$ cat config.mk
export PLATFORM = sky130hd
export DESIGN_NAME = div_sign_seq
export DESIGN_NICKNAME = d
export VERILOG_FILES = /design/src/rtl/div_sign_seq.sv
export SDC_FILE = /design/constraint.sdc
export NUM_CORES = 1
export LEC_CHECK = 0
export ABC_CLOCK_PERIOD_IN_PS = 3830
export BUFFER_PORTS_ARGS = -buffer_cell sky130_fd_sc_hd__buf_2
export CAP_MARGIN = 5
export CORE_MARGIN = 10
export CORE_UTILIZATION = 55
export CTS_CLUSTER_DIAMETER = 120
export DETAILED_ROUTE_END_ITERATION = 10
export GPL_ROUTABILITY_DRIVEN = 1
export GPL_TIMING_DRIVEN = 0
export PLACE_DENSITY = 0.79
export SLEW_MARGIN = 0
export SYNTH_ARGS = -nofsm -noshare
export SYNTH_HDL_FRONTEND = slang
export SYNTH_SLANG_ARGS = --single-unit
export TNS_END_PERCENT = 100
$ cat constraint.sdc
create_clock -name clk -period 3.83 [get_ports clk]
set_input_delay 0 -clock clk [delete_from_list [all_inputs] [get_ports clk]]
set_output_delay 0 -clock clk [all_outputs]
set_load 0.01 [all_outputs]
$ cat src/rtl/div_sign_seq.sv
module div_sign_seq #(
  parameter int FRAME_CHIPS = 38400,
  parameter int LEAD_CHIPS  = 256,
  parameter int CW          = 16,
  parameter int DW          = 16
) (
  input  logic          clk,
  input  logic          rst_n,
  input  logic          sync_i,
  input  logic [DW-1:0] delay_i,
  input  logic          div_en_i,
  input  logic          chip_en_i,
  output logic          negate_o
);
  localparam int          RUN_BIT = $clog2(LEAD_CHIPS) + 1;
  localparam logic [CW-1:0] LAST  = CW'(FRAME_CHIPS - 1);
  localparam logic [CW:0]   LEAD  = (CW+1)'(LEAD_CHIPS);

  logic [CW-1:0] chip_q;
  logic [DW-1:0] dly_q;
  logic          pend_q;
  logic          restart;
  logic [CW:0]   shifted;

  assign restart = pend_q && (dly_q == '0) && !sync_i;

  always_ff @(posedge clk) begin
    if (!rst_n) begin
      pend_q <= 1'b0;
      dly_q  <= '0;
    end else if (sync_i) begin
      pend_q <= 1'b1;
      dly_q  <= delay_i;
    end else if (restart) begin
      pend_q <= 1'b0;
    end else if (pend_q) begin
      dly_q  <= dly_q - 1'b1;
    end
  end

  always_ff @(posedge clk) begin
    if (!rst_n)         chip_q <= '0;
    else if (restart)   chip_q <= '0;
    else if (chip_en_i) chip_q <= (chip_q == LAST) ? '0 : chip_q + 1'b1;
  end

  // Offsetting by the lead-in run puts every sign change on a bit boundary.
  assign shifted  = {1'b0, chip_q} + LEAD;
  assign negate_o = div_en_i & shifted[RUN_BIT];


  chip_range_chk: assert property (@(posedge clk) disable iff (!rst_n)
    chip_q <= LAST);


  frame_wrap_chk: assert property (@(posedge clk) disable iff (!rst_n)
    chip_en_i && !restart && chip_q == LAST |=> chip_q == '0);


  chip_hold_chk: assert property (@(posedge clk) disable iff (!rst_n)
    !chip_en_i && !restart |=> $stable(chip_q));


  sync_load_chk: assert property (@(posedge clk) disable iff (!rst_n)
    sync_i |=> pend_q && dly_q == $past(delay_i));


  restart_chk: assert property (@(posedge clk) disable iff (!rst_n)
    restart |=> chip_q == '0 && !pend_q);


  pend_count_chk: assert property (@(posedge clk) disable iff (!rst_n)
    pend_q && !sync_i && dly_q != '0 |=> pend_q && dly_q == $past(dly_q) - 1'b1);
endmodule

### After elaboration in Yosys (flattened, before gate mapping)

Index checks and enable logic that the tools add are counted.

| cells by class | value |
|---|---|
| $add $sub $neg | 3 |
| eq/ne operators | 2 |
| multiplexer cells | 6 |
| bitwise logic cells | 2 |
| reductions and logical operators | 8 |

Operator list:

| operator | count |
|---|---|
| $mux 16 | 4 |
| $add 16x1->16 const B | 1 |
| $eq 16x16->1 const B | 1 |
| $logic_not 16->1 | 1 |
| $sub 16x1->16 const B | 1 |
| $add 10x9->10 const B | 1 |
| $reduce_bool 2->1 | 2 |
| $logic_and 1x1->1 | 2 |
| $mux 1 | 2 |
| $ne 2x2->1 const B | 1 |
| $reduce_and 2->1 | 1 |
| $reduce_or 2->1 | 1 |
| $and 1x1->1 | 1 |
| $logic_not 1->1 | 1 |
| $not 1->1 | 1 |

| word-level totals | value |
|---|---|
| register bits after elaboration | 33 |
| output and inout bits | 1 |

### Depth between registers and ports, before layout

| logic depth | value |
|---|---|
| word-level depth | 5 |
| depth in mapped cells | 7 |
| gate-level depth less buffers | 6 |

### Least setup slack after synthesis

No wires, ideal clock.

| timing | value |
|---|---|
| kind | register -> register |
| from | register dly_q[2] |
| to | register dly_q[13] |
| setup time | 74 ps |
| arrival time | 2121 ps |
| setup slack | 1635 ps |
| stages on the path, launching flop included | 6 |
| buffers on the path | 1 |
| period minus slack after synthesis | 2195 ps |
| cells stage by stage | dfxtp_1 > or4_4 > or4_1 > buf_2 > or4_1 > a31oi_1 |

| between the ends | value |
|---|---|
| cells in the longest elaborated chain, start to end | 5 |

Ends and longest elaborated chain:

| element | RTL line | RTL |
|---|---|---|
| from (decl) | 20 | `logic [DW-1:0] dly_q;` |
| from (signal assigned) | 33 | `dly_q <= delay_i;` |
| from (signal assigned) | 37 | `dly_q <= dly_q - 1'b1;` |
| parallel branches: the longest is 5 deep, another holds $sub 16x1->16 | - |  |

Parallel ways; which one is timed is not known. The select of a mux whose other input is x is not followed.
A chain may end at the register's enable or synchronous reset.

### Final worst setup path

| timing | value |
|---|---|
| from | register dly_q[8] |
| to | register dly_q[0] |

| between the ends | value |
|---|---|
| cells in the longest elaborated chain, start to end | 5 |

Ends and longest elaborated chain:

| element | RTL line | RTL |
|---|---|---|
| $logic_not 16->1 | 25 | `assign restart = pend_q && (dly_q == '0) && !sync_i;` |
| $logic_and 1x1->1 (2 in a row) | 25 |  |
| $ne 2x2->1 (no line) | - |  |
| $reduce_and 2->1 (no line) | - |  |

No other way between the ends.

==> flow_summary.ini <==
[outcome]
status = finished, final reports clean

[timing]
finalCriticalPeriod_ns = 2.71
setup_violations = 0
slew-limit-headroom_pct = 43.3
rsz0062_at_grt = false
fin_crit_sh_pct = 70.7
hold_viol = 0
skew_ns = 0.0132
setup_tns_ns = 0
worst_pin_slew_ns = 0.842
max_clock_freq_ghz = 0.369
report.final.slew_viol_count = 0

[logic_synthesis]
yosys_register_bits = 33
syn_area_per_cell_um2 = 8.22
yosys-top-cells-count = 33 x dfxtp_1, 21 x nor2_1, 18 x o21ai_0, 10 x nand2_1, 10 x nand4_1
synth_flop_cell = dfxtp_1
synth_top_area_cell = dfxtp_1
ys_seq_area_share_pct = 36.7
synth_cell_types = 40
synthesis.nets = 244
syn_area_um2 = 1800
synth.most_common_cell = dfxtp_1
netlist_instances = 219
synth_top_area_share_pct = 36.7
synth_edf_count = 0
synthTopCellsByArea = dfxtp_1 37%, o21ai_0 5.0%, nor2_1 4.4%, nand4_1 3.5%, or4_1 2.9%
yosys_warnings = 0
postSynth.asyncResetShare_pct = 0

[layout]
multi_input_area_um2 = 1070
final_nets = 294
fin_area_um2 = 2270
fillerInstances = 266
regArea_um2 = 661
layout-drive-gt1-share_pct = 13.3
antenna_cells = 0
syn_to_final_growth_pct = 25.9

[routing]
drc_errors = 0
dr_total_vias = 1846
post_drt_wl_per_cell_um = 14.2
viasPerCell = 5.88
ant_nets = 0
wirelength_um = 4460
first_pass_iters = 4
first_iter_violations = 89

[pwr]
cellPowerDensity_nw_per_um2 = 342
peakVddDrop_v = 0.000292
total_power_mw = 0.775
p_leak_nw = 0.815

[min_path]
hold_class = in2reg

[setup_path]
cp.arrival_ns = 3.01
cp.required_ns = 4.13
r2r_slack_ns = 1.12
critPathCaptureType = flip-flop
path_class = reg2reg
crit_fanout = 9
startpoint_type = flip-flop

[clock_tree]
cts_buffer_depth = 2
postCtsSetupBuffers = 0
cts_tree = yes
h-tree-depth = 2
insertion_delay_ns = 0.35
cts.sinks = 33
clockRootBuffer = clkbuf_4
clk_pin_slew_ns = 0.11
cts_buffers = 5
ctsResizeCount = 0

[global_routing]
grt_start_max_net_pins = 11
grt_pass1_vias = 1885
grt_usage_pct = 16.1
grt.overflow.total = 0
grt_pass1_wl_um = 8130
antenna_found_initial = 0

[die]
rows = 20
pin_count = 22
initial_core_util_pct = 58.0
die_y_um = 77.2
dieWidth_um = 77.2
core_area_um2 = 3100
dieArea_um2 = 5960

[job]
maxCapViolCount = 0

[placed_design]
gp_congestion = 0.869
portBuffers = 21
post-dp-hpwl_um = 2970
placed_area_um2 = 1960
==> state kept, by name (all words and copies together) (netlist names) <==
register,cells
chip_q,16
dly_q,16
pend_q,1
==> repair_timing <==
| item | 4_1_cts | 5_1_grt |
|---|---|---|
| setup endpoints to repair | 0 | 0 |
| hold endpoints to repair | 17 | 0 |
| hold buffers | 22 | 0 |
==> report_power, final <==
group / switching [mW] / internal, mW
clock network: 0.123 / 0.156
registers: 0.0168 / 0.359
logic: 0.0624 / 0.0584
==> worst max-delay path: stages (launching register included) <==
cell and delay [ns]:
dfxtp_1 0.36, nor4_1 0.75, and4_1 0.29, clkbuf_1 0.30, o21ai_0 0.13, a311oi_1 0.26, dlygate4sd3_1 0.57
==> layout make-up <==
class / count / area share, %
inverters: 9 / 1.49
clock buffers: 7 / 2.43
clock inverters: 1 / 1.33
flip-flops and latches: 33 / 29.2
multi-input cells: 169 / 47.4
well taps: 44 / 2.43
repair buffers: 43 / 14.4
plain buffers: 8 / 1.44
==> metrics by stage <==
step                hold WS (ns)  worst slack [ns]  util, %  instances
finish                    0.0271              1.12     73.0        314
global route              0.0190             0.864     73.0        314
CTS                       0.0149              1.17     73.0        314
detailed placement         0.287              1.28     63.2        284
global placement           0.280              1.25     63.2        284
floorplan                  0.137              1.64        -        219
==> layout by cell type (no fill, tap or decap), types with 4 or more instances in the layout <==
cell	count
dfxtp_1	33
buf_2	23
dlygate4sd3_1	22
nor2_1	21
o21ai_0	18
nand2_1	10
nand4_1	10
inv_1	9
nand3_1	9
a31oi_1	8
a21oi_1	8
clkbuf_1	7
or4_1	7
nor4_1	7
nand2b_1	7
and4_1	6
o31ai_1	6
xnor2_1	6
nor2b_1	5
nor3_1	5
xor2_1	5
clkbuf_4	5
ha_1	4
==> per-layer routing <==
metal	global-route usage, %	share of wire (%)	vias up
li1	-	-	933
met1	17.8	43	861
met2	28.3	52	44
met3	5.13	3.8	8
met4	4.93	1.7	0
met5	0	0	-
==> worst paths after layout <==
path                            from                 endpoint  cells after the start
max reg2reg    dly_q[8]$_SDFFE_PN0P_    dly_q[0]$_SDFFE_PN0P_                      6
max            dly_q[8]$_SDFFE_PN0P_    dly_q[0]$_SDFFE_PN0P_                      6
min                      delay_i[12]   dly_q[12]$_SDFFE_PN0P_                      3
min reg2reg  chip_q[15]$_SDFFE_PP0P_  chip_q[15]$_SDFFE_PP0P_                      2
==> logic make-up (layout without fill, tap and decap cells) <==
group	after synthesis	in the layout	share of synthesized area [%]
adders and majority gates	4	4	2.78
DFF	33	33	36.7
and+or+nand+nor	100	100	32.2
buffers and inverters	17	68	3.68
AOI/OAI and AO/OA	54	54	19.3
xor gates and xnor gates	11	11	5.35
Note: power is estimated with default switching activity, not from simulation.
